**config.mk**
```make
export PLATFORM = sky130hd
export DESIGN_NAME = bridge_lock_resolver
export DESIGN_NICKNAME = d
export VERILOG_FILES = /design/src/rtl/lkr_pkg.sv /design/src/rtl/lkr_chan_cmp.sv /design/src/rtl/lkr_trigger.sv /design/src/rtl/lkr_fsm.sv /design/src/rtl/lkr_spec.sv /design/src/rtl/bridge_lock_resolver.sv
export SDC_FILE = /design/constraint.sdc
export NUM_CORES = 1
export LEC_CHECK = 0
export ABC_AREA = 1
export BUFFER_PORTS_ARGS = -buffer_cell sky130_fd_sc_hd__buf_2
export CORE_AREA = 2 2 50 52
export DETAILED_ROUTE_END_ITERATION = 10
export DIE_AREA = 0 0 52 54
export GPL_TIMING_DRIVEN = 0
export HOLD_SLACK_MARGIN = 0.1
export PLACE_DENSITY = 0.76
export SLEW_MARGIN = 20
export SYNTH_ARGS = -nofsm -noshare
export SYNTH_HDL_FRONTEND = slang
export SYNTH_SLANG_ARGS = --single-unit
```
**constraint.sdc**
```tcl
create_clock -name clk_i -period 2.2 [get_ports clk_i]
set_clock_uncertainty 0.1 [all_clocks]
set_input_delay 0.33 -clock clk_i [delete_from_list [all_inputs] [get_ports clk_i]]
set_output_delay 0.33 -clock clk_i [all_outputs]
set_load 0.005 [all_outputs]
```
**src/rtl/lkr_pkg.sv**
```systemverilog
package lkr_pkg;

    typedef enum logic [1:0] {
        LK_IDLE  = 2'd0,
        LK_ARMED = 2'd1,
        LK_SPENT = 2'd2
    } lk_state_e;

    typedef enum logic [1:0] {
        TRIG_THRESH   = 2'b00,
        TRIG_ACTIVITY = 2'b01,
        TRIG_FULL     = 2'b10,
        TRIG_RSVD     = 2'b11
    } trig_mode_e;

    localparam int unsigned NUM_CHAN = 2;
    localparam int unsigned CH_WR    = 0;
    localparam int unsigned CH_RD    = 1;

endpackage

```
**src/rtl/lkr_chan_cmp.sv**
```systemverilog
module lkr_chan_cmp
    import lkr_pkg::*;
#(
    parameter int unsigned DEPTH = 32,
    parameter int unsigned LVL_W = $clog2(DEPTH) + 1
) (
    input  logic [1:0]       mode_i,
    input  logic [2:0]       thr_i,
    input  logic [LVL_W-1:0] level_i,
    input  logic             active_i,
    output logic             hit_o
);

    localparam int unsigned STEP = DEPTH / 8;
    localparam logic [LVL_W-1:0] FULL_LVL = LVL_W'(DEPTH);

    logic [LVL_W-1:0] thr_lvl;
    logic             ge_thr;
    logic             at_full;

    // The threshold is given in eighths of DEPTH.
    assign thr_lvl = LVL_W'(thr_i) * LVL_W'(STEP);
    assign ge_thr  = (level_i >= thr_lvl);
    assign at_full = (level_i >= FULL_LVL);

    always_comb begin
        hit_o = 1'b0;
        unique case (trig_mode_e'(mode_i))
            TRIG_THRESH:   hit_o = active_i && ge_thr;
            TRIG_ACTIVITY: hit_o = active_i;
            TRIG_FULL:     hit_o = active_i && at_full;
            TRIG_RSVD:     hit_o = active_i && ge_thr;
            default:       hit_o = 1'b0;
        endcase
    end

endmodule

```
**src/rtl/lkr_trigger.sv**
```systemverilog
module lkr_trigger
    import lkr_pkg::*;
#(
    parameter int unsigned DEPTH = 32,
    parameter int unsigned LVL_W = $clog2(DEPTH) + 1
) (
    input  logic [1:0]                    mode_i,
    input  logic [NUM_CHAN-1:0][2:0]      thr_i,
    input  logic [NUM_CHAN-1:0][LVL_W-1:0] level_i,
    input  logic [NUM_CHAN-1:0]           active_i,
    output logic                          fire_o
);

    logic [NUM_CHAN-1:0] hit;

    // One comparator per inbound channel (write, read).
    for (genvar c = 0; c < NUM_CHAN; c++) begin : g_chan
        lkr_chan_cmp #(
            .DEPTH (DEPTH),
            .LVL_W (LVL_W)
        ) i_cmp (
            .mode_i   (mode_i),
            .thr_i    (thr_i[c]),
            .level_i  (level_i[c]),
            .active_i (active_i[c]),
            .hit_o    (hit[c])
        );
    end

    assign fire_o = |hit;

endmodule

```
**src/rtl/lkr_fsm.sv**
```systemverilog
module lkr_fsm
    import lkr_pkg::*;
(
    input  logic      clk_i,
    input  logic      rst_ni,
    input  logic      stall_i,
    input  logic      fire_i,
    output logic      resolve_o,
    output logic      retry_o,
    output lk_state_e state_o
);

    lk_state_e st_q;
    lk_state_e st_d;
    logic      retry_q;

    // State register.
    always_ff @(posedge clk_i) begin
        if (!rst_ni) begin
            st_q <= LK_IDLE;
        end else begin
            st_q <= st_d;
        end
    end

    // Next state and the resolve decision.
    always_comb begin
        st_d      = st_q;
        resolve_o = 1'b0;
        unique case (st_q)
            LK_IDLE: begin
                if (stall_i) begin
                    if (fire_i) begin
                        resolve_o = 1'b1;
                        st_d      = LK_SPENT;
                    end else begin
                        st_d = LK_ARMED;
                    end
                end
            end
            LK_ARMED: begin
                if (!stall_i) begin
                    st_d = LK_IDLE;
                end else if (fire_i) begin
                    resolve_o = 1'b1;
                    st_d      = LK_SPENT;
                end
            end
            LK_SPENT: begin
                if (!stall_i) begin
                    st_d = LK_IDLE;
                end
            end
            default: st_d = LK_IDLE;
        endcase
    end

    // Registered outputs.
    always_ff @(posedge clk_i) begin
        if (!rst_ni) begin
            retry_q <= 1'b0;
        end else begin
            retry_q <= resolve_o;
        end
    end

    assign retry_o = retry_q;
    assign state_o = st_q;

    p_retry_pulse_r4 : assert property (@(posedge clk_i) disable iff (!rst_ni)
        retry_q |=> !retry_q);

    p_no_retry_unstalled_r6 : assert property (@(posedge clk_i) disable iff (!rst_ni)
        !stall_i |=> !retry_q);

    p_spent_once_r5 : assert property (@(posedge clk_i) disable iff (!rst_ni)
        (st_q == LK_SPENT && stall_i) |=> (st_q == LK_SPENT && !retry_q));

    p_retry_enters_spent_r10 : assert property (@(posedge clk_i) disable iff (!rst_ni)
        retry_q |-> st_q == LK_SPENT);

endmodule

```
**src/rtl/lkr_spec.sv**
```systemverilog
module lkr_spec #(
    parameter int unsigned TMO_W = 8
) (
    input  logic             clk_i,
    input  logic             rst_ni,
    input  logic             resolve_i,
    input  logic             compelled_i,
    input  logic             spec_en_i,
    input  logic             won_i,
    input  logic [TMO_W-1:0] tmo_i,
    output logic             spec_req_o
);

    localparam int unsigned CW = TMO_W + 1;

    logic             req_q;
    logic [TMO_W-1:0] cnt_q;
    logic             set;
    logic [CW-1:0]    cnt_inc;
    logic             expire;

    assign set     = resolve_i && compelled_i && spec_en_i;
    assign cnt_inc = {1'b0, cnt_q} + CW'(1);
    // A timeout of 0 gives the same one-cycle lifetime as a timeout of 1.
    assign expire  = (cnt_inc >= {1'b0, tmo_i});

    always_ff @(posedge clk_i) begin
        if (!rst_ni) begin
            req_q <= 1'b0;
            cnt_q <= '0;
        end else if (set) begin
            // A new resolution wins over a clear at the same edge.
            req_q <= 1'b1;
            cnt_q <= '0;
        end else if (req_q) begin
            if (won_i || expire) begin
                req_q <= 1'b0;
                cnt_q <= '0;
            end else begin
                cnt_q <= cnt_inc[TMO_W-1:0];
            end
        end
    end

    assign spec_req_o = req_q;

    p_spec_cause_r7 : assert property (@(posedge clk_i) disable iff (!rst_ni)
        $rose(req_q) |-> $past(compelled_i && spec_en_i && resolve_i));

    p_spec_win_drop_r8 : assert property (@(posedge clk_i) disable iff (!rst_ni)
        (req_q && won_i && !resolve_i) |=> !req_q);

    p_spec_idle_hold_r9 : assert property (@(posedge clk_i) disable iff (!rst_ni)
        (!req_q && !resolve_i) |=> !req_q);

endmodule

```
**src/rtl/bridge_lock_resolver.sv**
```systemverilog
module bridge_lock_resolver
    import lkr_pkg::*;
#(
    parameter int unsigned DEPTH = 32,
    parameter int unsigned TMO_W = 8,
    parameter int unsigned LVL_W = $clog2(DEPTH) + 1
) (
    input  logic             clk_i,
    input  logic             rst_ni,
    input  logic [1:0]       cfg_mode_i,
    input  logic [2:0]       cfg_wr_thr_i,
    input  logic [2:0]       cfg_rd_thr_i,
    input  logic             cfg_spec_en_i,
    input  logic [TMO_W-1:0] cfg_spec_tmo_i,
    input  logic [LVL_W-1:0] wr_level_i,
    input  logic [LVL_W-1:0] rd_level_i,
    input  logic             slv_wr_act_i,
    input  logic             slv_rd_act_i,
    input  logic             ob_stall_i,
    input  logic             ob_compelled_i,
    input  logic             pci_won_i,
    output logic             retry_o,
    output logic             spec_req_o,
    output logic [1:0]       state_o
);

    logic [NUM_CHAN-1:0][2:0]       thr;
    logic [NUM_CHAN-1:0][LVL_W-1:0] lvl;
    logic [NUM_CHAN-1:0]            act;
    logic                           fire;
    logic                           resolve;
    lk_state_e                      state;

    assign thr[CH_WR] = cfg_wr_thr_i;
    assign thr[CH_RD] = cfg_rd_thr_i;
    assign lvl[CH_WR] = wr_level_i;
    assign lvl[CH_RD] = rd_level_i;
    assign act[CH_WR] = slv_wr_act_i;
    assign act[CH_RD] = slv_rd_act_i;

    lkr_trigger #(
        .DEPTH (DEPTH),
        .LVL_W (LVL_W)
    ) i_trigger (
        .mode_i   (cfg_mode_i),
        .thr_i    (thr),
        .level_i  (lvl),
        .active_i (act),
        .fire_o   (fire)
    );

    lkr_fsm i_fsm (
        .clk_i     (clk_i),
        .rst_ni    (rst_ni),
        .stall_i   (ob_stall_i),
        .fire_i    (fire),
        .resolve_o (resolve),
        .retry_o   (retry_o),
        .state_o   (state)
    );

    lkr_spec #(
        .TMO_W (TMO_W)
    ) i_spec (
        .clk_i       (clk_i),
        .rst_ni      (rst_ni),
        .resolve_i   (resolve),
        .compelled_i (ob_compelled_i),
        .spec_en_i   (cfg_spec_en_i),
        .won_i       (pci_won_i),
        .tmo_i       (cfg_spec_tmo_i),
        .spec_req_o  (spec_req_o)
    );

    assign state_o = state;

    p_fire_needs_activity_r2 : assert property (@(posedge clk_i) disable iff (!rst_ni)
        fire |-> (slv_wr_act_i || slv_rd_act_i));

    p_spec_with_retry_r7 : assert property (@(posedge clk_i) disable iff (!rst_ni)
        $rose(spec_req_o) |-> retry_o);

    p_retry_had_stall_r4 : assert property (@(posedge clk_i) disable iff (!rst_ni)
        resolve |=> retry_o);

endmodule

```
Word-level counts from Yosys, hierarchy flattened:

Cells that the tools add are included.

* register bits after elaboration: 12
* bits of input ports: 36
* output and inout port bits: 4
* word-level logic and storage cells: 48

* add/subtract/negate cells: 1
* $lt $le $gt $ge: 5
* eq/ne operators: 8
* mux-type cells: 15
* bitwise gates (word level): 1
* reductions and logical operators: 14

Operators with widths (number)
* 6-bit by 5-bit >= comparator with 1-bit output: 2
* 6-bit >= comparator (second input constant): 2
* 2-bit two-way mux: 5
* 8-bit by 1-bit adder with 9-bit output (second input constant): 1
* 9-bit by 8-bit >= comparator with 1-bit output: 1
* 8-bit two-way mux: 1
* 2-bit OR reduction: 4
* 2-bit equality test (second input constant): 3
* 1-bit logical AND: 6
* 1-bit two-way mux: 6
* 1-bit one-hot mux with 3 select lines: 2
* 2-bit one-hot mux with 3 select lines: 1
* 2-bit by 1-bit equality test with 1-bit output (second input constant): 2
* 2-bit logical NOT: 2
* 2-bit != test (second input constant): 2
* 3-bit != test (second input constant): 1
* 3-bit AND reduction: 1
* 1-bit logical OR: 1
* 1-bit NOT: 1

Depth between registers and ports, before layout:

Gate-level depths: netlist of the first run.

* word-level depth: 10
* mapped depth: 15
* depth with buffers taken out: 15

Cells and area by module:

A second synthesis of the first run with hierarchy kept.

* cells, all modules: 164
* area, all modules: 1114.8 um2

Modules (own cells, without submodules)
* lkr_spec: times used 1, cells each 98, area each 709.4 um2, seq. area each 180.2 um2
* lkr_chan_cmp: times used 2, cells each 24, area each 141.4 um2, seq. area each 0.0 um2
* lkr_fsm: times used 1, cells each 15, area each 111.4 um2, seq. area each 60.1 um2
* lkr_trigger: times used 1, cells each 3, area each 11.3 um2, seq. area each 0.0 um2

Worst setup path after synthesis of the first run:

OpenSTA, ideal clock, no wires.

* path kind: reg2reg
* start: reg i_spec.cnt_q[0]
* end: reg i_spec.cnt_q[4]
* arrival: 1793 ps
* setup slack: 243 ps
* cell stages (with the launch flop): 13
* path through: dfxtp_1 ha_1 nand3_2 nor3b_2 nor2_1 ha_1 a21oi_1 nand2_2 nand2_4 nand3_1 nand2_1 clkinv_1 nor2_1

* longest elaborated chain between the ends: 4

RTL lines
* start: declaration: line lkr_spec.sv:17 `logic [TMO_W-1:0] cnt_q;`
* start signal: assignment: line lkr_spec.sv:40 `cnt_q <= cnt_inc[TMO_W-1:0];`
* 8-bit by 1-bit adder with 9-bit output (*): line lkr_spec.sv:23 `assign cnt_inc = {1'b0, cnt_q} + CW'(1);`
* 9-bit by 8-bit >= comparator with 1-bit output: line lkr_spec.sv:25 `assign expire = (cnt_inc >= {1'b0, tmo_i});`
* 1-bit logical OR: line lkr_spec.sv:36 `if (won_i || expire) begin`
* 8-bit two-way mux (*): line lkr_spec.sv:36

Every way passes the cells marked *; elsewhere a longest branch is shown, timed or not.
A chain may end at the register's enable or synchronous reset.

Final worst setup path of the first run:

* start: reg i_spec.cnt_q[0]
* end: reg i_spec.cnt_q[7]

The elaborated chain is that of the path after synthesis.

==> results of run 1 <==
-- cells in the mapped netlist (all sizes together) --
| cell type | number | area share |
|---|---|---|
| a21oi | 4 | 0.019 |
| nand4 | 3 | 0.023 |
| ha | 16 | 0.19 |
| xor2 | 3 | 0.024 |
| o21ai | 1 | 0.0046 |
| nor2 | 21 | 0.078 |
| o211a | 1 | 0.0093 |
| clkinv | 5 | 0.017 |
| nand3 | 12 | 0.065 |
| nor3 | 1 | 0.0046 |
| nand2 | 51 | 0.19 |
| inv | 36 | 0.13 |
| dfxtp | 12 | 0.22 |
| nor3b | 1 | 0.012 |
| xnor2 | 2 | 0.023 |
-- layer usage --
metal  vias to the layer above  track usage  share of wire
li1                        595            -              -
met1                       411        0.197           0.48
met2                        26        0.293           0.48
met3                         2       0.0167          0.043
met4                         0       0.0526         0.0034
met5                         -            0              0
-- power groups by stage --
stage | sequential (mW) | clock (mW) | combinational, mW
3_5_place_dp | 0.229 | 0 | 0.107
6_report | 0.222 | 0.127 | 0.107
2_1_floorplan | 0.230 | 0 | 0.0597
3_3_place_gp | 0.229 | 0 | 0.104
5_1_grt | 0.223 | 0.142 | 0.128
4_1_cts | 0.224 | 0.133 | 0.107
-- area by class of cell --
type / count / area (µm²) / area share
clock buffer: 3 / 22.5 / 0.0162
sequential: 12 / 250 / 0.180
multi-input combinational: 116 / 734 / 0.527
inverter: 41 / 154 / 0.110
timing repair buffer: 39 / 195 / 0.140
tap: 30 / 37.5 / 0.0269
-- cells by family after synthesis --
logic type      count (synthesis)  synth area share
fa+ha+maj                      16             0.185
compound gates                  6            0.0324
flops                          12             0.222
xor+xnor                        5            0.0475
simple gates                   89             0.370
buf+inv                        41             0.142
-- through the flow --
step	instances	util
after floorplan	169	-
after global placement	238	0.566
after detailed placement	238	0.566
after CTS	241	0.576
after global routing	241	0.601
final	241	0.601
-- sequential cells by signal (all words and copies together) (netlist names) --
register and cells:
i_spec.spec_req_o 1, i_spec.cnt_q 8, i_fsm.state_o 2, i_fsm.retry_o 1
-- how the worst min path moves through the flow --
| stage | cells past startpoint | to |
|---|---|---|
| after global routing | 3 | i_spec.spec_req_o |
| after global placement | 3 | i_fsm.state_o[1] |
| final | 3 | i_spec.spec_req_o |
| after detailed placement | 3 | i_fsm.state_o[1] |
| after floorplan | 2 | i_spec.spec_req_o |
| after CTS | 3 | i_spec.spec_req_o |
-- critical path, stage by stage, from the launching register on --
cell and delay (ns):
sky130_fd_sc_hd__dfxtp_4 0.38, sky130_fd_sc_hd__ha_4 0.16, sky130_fd_sc_hd__nand3_4 0.10, sky130_fd_sc_hd__nor3b_4 0.23
sky130_fd_sc_hd__nor2_2 0.09, sky130_fd_sc_hd__ha_4 0.28, sky130_fd_sc_hd__o211a_1 0.13, sky130_fd_sc_hd__nand2_1 0.06
sky130_fd_sc_hd__nand2_2 0.07, sky130_fd_sc_hd__nand2_4 0.08, sky130_fd_sc_hd__nand3_1 0.08, sky130_fd_sc_hd__nand2_1 0.05
sky130_fd_sc_hd__inv_1 0.06, sky130_fd_sc_hd__nor2_2 0.03
==> implementation parameters, run 1 <==
Parameter                              Value

Outcome
  Outcome ... finished, final reports clean

Floorplan
  Chip height ... 54 µm
  Horizontal die dimension ... 52 µm
  Die area ... 2810 µm²
  Floorplan row count ... 18
  Initial cell density of the core ... 0.466
  Number of placed I/O pins ... 40
  Core Footprint ... 2320 µm²

Critical path
  Source of the worst register-to-register timing path ... i_spec.cnt_q[0]
  Register-to-register setup slack ... 0.20 ns
  Arrival time of the worst setup path ... 2.06 ns
  Worst setup path category ... flop to flop
  Launching instance or port of the critical path ... i_spec.cnt_q[0]
  Capturing instance or port of the critical path ... i_spec.cnt_q[7]
  Worst setup EP type ... flop
  Critical path required time ... 2.26 ns
  Startpoint type of the worst setup path ... flop
  Worst R2R Path Depth ... 13
  Capture point of the worst reg-to-reg path ... i_spec.cnt_q[7]
  Critical path fanouts, max ... 9

Drt
  Total Wirelength ... 2030 µm
  Initial detailed-routing violation count ... 5
  Count of vias placed by the detailed router ... 1034
  Count of antenna-violating nets left after detailed routing ... 0
  Post-detailed-route wirelength per cell ... 8.42 µm
  Detail-routed via count per cell ... 4.29
  DR DRC count ... 0
  First-pass DRT Iterations ... 4

Pwr
  Clk network pwr share ... 0.278
  Net switching fraction of the power ... 0.263
  Internal power ... 0.336 mW
  Power after layout ... 0.456 mW
  Power Dens Cells ... 327 nW/µm²
  Combinational group share of total power ... 0.234
  Static power due to leakage ... 0.844 nW
  Max IR drop VDD ... 303 µV
  Switching power of the nets ... 0.120 mW
  Part of the power in registers ... 0.488

Global routing
  Maximum number of pins on one net before global-route repair ... 10
  Wire length of the first global-routing pass ... 3510 µm
  Global-route usage over all layers ... 0.161
  Initial antenna violation count ... 0
  Vias in the first global route ... 945
  Overflow left after global routing ... 0

Timing
  Worst-margin pin slew ... 0.198 ns
  Shortest period the worst path allows ... 2.00 ns
  Max Fclk ... 499 MHz
  Setup Total Neg Slack ... 0 ns
  Hold WS ... 0.213 ns
  Share of the clock period used by the worst path after layout ... 0.910
  Endpoints failing hold ... 0
  Least setup slack across all paths after layout ... 0.197 ns
  Setup Viol. Count Final ... 0
  Count of pins over their slew limit ... 0
  Max-Slew Margin vs Limit ... 0.868

Clock tree
  Clock slew seen by the registers of the worst setup and hold paths ... 0.07 ns
  Bufs on Longest Clock Path ... 2
  Cts repair resizes ... 0
  Num Clock Sinks ... 12
  Number of buffers created by CTS ... 3
  Clock latency on the worst-skew pair ... 0.26 ns
  Number of buffers inserted by hold repair at cts ... 0
  Root Buffer ... sky130_fd_sc_hd__clkbuf_4
  Number of levels the H-tree was split into ... 1
  Buffers inserted by post-CTS timing repair ... 0
  Clock tree from TritonCTS ... built

Synthesis
  Sequential area share after synthesis ... 0.222
  Count of cell types in the netlist ... 22
  Post-synthesis average cell area ... 6.40 µm²
  Number of instances in the synthesized netlist ... 169
  Number of warnings issued by yosys ... 0
  Synthesis-stage register bit count ... 12
  Cell area after synthesis ... 1080 µm²
  Net count after synthesis ... 221

Place
  Final estimated routing congestion in global placement ... 0.756
  Number of input and output port buffers inserted ... 39
  Worst Setup Slack post-DPL ... 0.0296 ns
  Detailed placement HPWL ... 1630 µm
  Placed cell areas ... 1310 µm²

Worst hold path
  Class of the tightest hold or removal check ... primary input to flop
  Hold path startpoint ... rst_ni

Layout
  Post-route design area ... 1390 µm²
  Top library cells by usage in the layout, fill and taps aside ... sky130_fd_sc_hd__nand2_1 (48), sky130_fd_sc_hd__buf_2 (39), sky130_fd_sc_hd__inv_1 (27), sky130_fd_sc_hd__nor2_1 (17), sky130_fd_sc_hd__ha_1 (14)
  # diodes ... 0
  Area added between synthesis and finish ... 28.9%
  Total Nets Final ... 265
  Number of fill cells in the layout ... 231
  Leading cell type in the layout, fill and taps excluded ... sky130_fd_sc_hd__nand2_1
  Fraction of layout cells with a size suffix above 1 ... 0.332

Run
  Max-cap violation count ... 0
(Power assumes the default switching activity.)
==> inputs of run 2 (changes only) <==
Settings changed: CORE_AREA 2 2 50 52 to 2 2 49 51, DIE_AREA 0 0 52 54 to 0 0 51 53, PLACE_DENSITY 0.76 to 0.79.
Clock period 2.2 ns to 2.4 ns, I/O delays scaled along.
==> implementation parameters, run 2 (same netlist as run 1, synthesis figures left out) <==
Parameter                              Value

Layout
  Layout Utilization ... 0.628 (was 0.601)
  Final cell count without fillers ... 240 (was 241)
  Top library cells by usage in the layout, fill and taps aside ... sky130_fd_sc_hd__nand2_1 (48), sky130_fd_sc_hd__buf_2 (39), sky130_fd_sc_hd__inv_1 (27), sky130_fd_sc_hd__nor2_1 (19), sky130_fd_sc_hd__ha_1 (16) (was sky130_fd_sc_hd__nand2_1 (48), sky130_fd_sc_hd__buf_2 (39), sky130_fd_sc_hd__inv_1 (27), sky130_fd_sc_hd__nor2_1 (17), sky130_fd_sc_hd__ha_1 (14))
  Top reg by flops ... i_spec.cnt_q (unchanged)
  # diodes ... 0 (unchanged)
  Total Nets Final ... 265 (unchanged)
  Fraction of layout cells with a size suffix above 1 ... 0.297 (was 0.332)
  Leading cell type in the layout, fill and taps excluded ... sky130_fd_sc_hd__nand2_1 (unchanged)
  Max reg flops ... 8 (unchanged)
  Area added between synthesis and finish ... 24.8% (was 28.9%)

Critical path
  Worst R2R Path Depth ... 13 (unchanged)
  Buffer and inverter count on the worst path ... 1 (unchanged)
  Startpoint type of the worst setup path ... flop (unchanged)
  Instance count on the critical path ... 13 (unchanged)
  Chain of cells forming the critical path ... ha_1 > nand3_2 > nor2_1 > nor2_1 > nor2_1 > ha_1 > a21oi_1 > nand2_2 > nand2_4 > nand3_1 > nand2_1 > clkinv_1 > nor2_1 (was ha_4 > nand3_4 > nor3b_4 > nor2_2 > ha_4 > o211a_1 > nand2_1 > nand2_2 > nand2_4 > nand3_1 > nand2_1 > inv_1 > nor2_2)
  Critical path required time ... 2.50 ns (was 2.26 ns)
  Arrival time of the worst setup path ... 2.28 ns (was 2.06 ns)
  Worst setup path category ... flop to flop (unchanged)
  CP max stage delay ... 0.38 ns (about the same)
  Capture point of the worst reg-to-reg path ... i_spec.cnt_q[2] (was i_spec.cnt_q[7])
  Family with the most delay on the worst path ... simple AND/OR/NAND/NOR gates (unchanged)
  Register-to-register setup slack ... 0.22 ns (was 0.20 ns)
  Cell with the largest stage delay on the worst path ... sky130_fd_sc_hd__dfxtp_2 (was sky130_fd_sc_hd__dfxtp_4)
  Worst setup EP type ... flop (unchanged)
  Most frequent CP cell ... sky130_fd_sc_hd__nor2_1
  Critical path fanouts, max ... 9 (unchanged)
  Source of the worst register-to-register timing path ... i_spec.cnt_q[0] (unchanged)

Drt
  Post-detailed-route wirelength per cell ... 8.27 µm (was 8.42 µm)
  Detail-routed via count per cell ... 4.38 (was 4.29)
  DR DRC count ... 0 (unchanged)
  Total Wirelength ... 1990 µm (was 2030 µm)
  Count of antenna-violating nets left after detailed routing ... 0 (unchanged)
  Initial detailed-routing violation count ... 11 (was 5)
  Count of vias placed by the detailed router ... 1052 (was 1034)
  First-pass DRT Iterations ... 4 (unchanged)

Floorplan
  Chip height ... 53 µm (was 54 µm)
  Number of placed I/O pins ... 40 (unchanged)
  Core Footprint ... 2150 µm² (was 2320 µm²)
  Horizontal die dimension ... 51 µm (was 52 µm)
  Die area ... 2700 µm² (was 2810 µm²)
  Initial cell density of the core ... 0.503 (was 0.466)
  Floorplan row count ... 17 (was 18)

Worst hold path
  Hold-critical path endpoint ... i_spec.spec_req_o (unchanged)
  Class of the tightest hold or removal check ... primary input to flop (unchanged)
  Hold path startpoint ... rst_ni (unchanged)
  WHS Path Cells ... 3 (unchanged)

Pwr
  Power Dens Cells ... 336 nW/µm² (was 327 nW/µm²)
  Max IR drop VDD ... 353 µV (was 303 µV)
  Static power due to leakage ... 0.831 nW (was 0.844 nW)
  Power after layout ... 0.454 mW (was 0.456 mW)

Clock tree
  Bufs on Longest Clock Path ... 2 (unchanged)
  Number of levels the H-tree was split into ... 1 (unchanged)
  Clock slew seen by the registers of the worst setup and hold paths ... 0.07 ns (about the same)
  Root Buffer ... sky130_fd_sc_hd__clkbuf_4 (unchanged)
  Number of buffers inserted by hold repair at cts ... 0 (unchanged)
  Clock latency on the worst-skew pair ... 0.26 ns (about the same)
  Number of buffers created by CTS ... 3 (unchanged)
  Num Clock Sinks ... 12 (unchanged)
  Clock tree from TritonCTS ... built (unchanged)

Timing
  Worst-margin pin slew ... 0.207 ns (was 0.198 ns)
  Shortest period the worst path allows ... 2.18 ns (was 2.00 ns)
  RSZ-0062 raised after global routing ... false
  Setup Viol. Count Final ... 0 (unchanged)
  Count of pins over their slew limit ... 0 (unchanged)
  Setup Total Neg Slack ... 0 ns (unchanged)
  Max Fclk ... 459 MHz (was 499 MHz)
  Max-Slew Margin vs Limit ... 0.861 (was 0.868)
  Endpoints failing hold ... 0 (unchanged)
  Hold WS ... 0.251 ns (was 0.213 ns)
  Share of the clock period used by the worst path after layout ... 0.909 (was 0.910)

Global routing
  Maximum number of pins on one net before global-route repair ... 10 (unchanged)
  Overflow left after global routing ... 0 (unchanged)
  Global-route usage over all layers ... 0.163 (was 0.161)
  Wire length of the first global-routing pass ... 3420 µm (was 3510 µm)
  Vias in the first global route ... 896 (was 945)
  Initial antenna violation count ... 0 (unchanged)

Run
  Max-cap violation count ... 0 (unchanged)

Place
  Total instance count after detailed placement ... 236 (was 238)
  Number of input and output port buffers inserted ... 39 (unchanged)
  Final estimated routing congestion in global placement ... 0.793 (was 0.756)
  Detailed placement HPWL ... 1690 µm (was 1630 µm)

Outcome
  Outcome ... finished, final reports clean (unchanged)
-- run 2: cell count changes in the layout (fill, tap and decap cells not counted), moves of 2 or more --
cell	delta
sky130_fd_sc_hd__ha_4	-2
sky130_fd_sc_hd__dfxtp_1	+3
sky130_fd_sc_hd__nor2_2	-2
sky130_fd_sc_hd__ha_1	+2
sky130_fd_sc_hd__dfxtp_4	-2
sky130_fd_sc_hd__nor2_1	+2
-- run 2: worst min-delay path, cell delays in order --
cell                      delay, ns
sky130_fd_sc_hd__buf_2         0.12
sky130_fd_sc_hd__inv_1         0.05
sky130_fd_sc_hd__a21oi_1       0.03
-- run 2: area by class of cell --
| cell class | count | area (µm²) |
|---|---|---|
| Inverter | 41 | 154 |
| Fill cell | 221 | 800 |
| Sequential cell | 12 | 241 |
| Tap cell | 28 | 35.0 |
| Multi-Input combinational cell | 116 | 687 |
| Clock buffer | 4 | 36.3 |
| Timing Repair Buffer | 39 | 195 |
-- run 2: what timing repair did --
| item | in CTS | in global routing |
|---|---|---|
| endpoints found under the setup margin | 0 | 7 |
| buffers inserted | 0 | 0 |
| resized for setup | 0 | 1 |
| endpoints found under the hold margin | 0 | 0 |
-- run 2: where the power goes --
group / switching (mW) / internal [mW]
Clock: 0.0604 / 0.0920
Sequential: 0.00244 / 0.203
Combinational: 0.0477 / 0.0479
-- run 2: stage by stage --
stage,area (µm²),worst slack [ns]
finish,1350,0.219
floorplan,1080,0.443
detailed placement,1310,0.187
CTS,1350,0.152
global route,1350,0.0114
global placement,1310,0.245
-- run 2: layer usage --
metal  global-route usage  wire length, µm  vias up
met5                    0                0        -
met4               0.0405                0        0
met3               0.0339              103        0
met2                0.301              929       27
met1                0.191              952      426
li1                     -                -      599
-- run 2: worst max path at each step --
stage	startpoint	slack, ns	to
6_report	i_spec.cnt_q[0]	0.22	i_spec.cnt_q[2]
5_1_grt	i_spec.cnt_q[0]	0.01	i_spec.cnt_q[2]
4_1_cts	i_spec.cnt_q[0]	0.15	i_spec.cnt_q[2]
3_5_place_dp	i_spec.cnt_q[0]	0.19	i_spec.cnt_q[2]
3_3_place_gp	i_spec.cnt_q[0]	0.25	i_spec.cnt_q[2]
2_1_floorplan	i_spec.cnt_q[0]	0.44	i_spec.cnt_q[4]
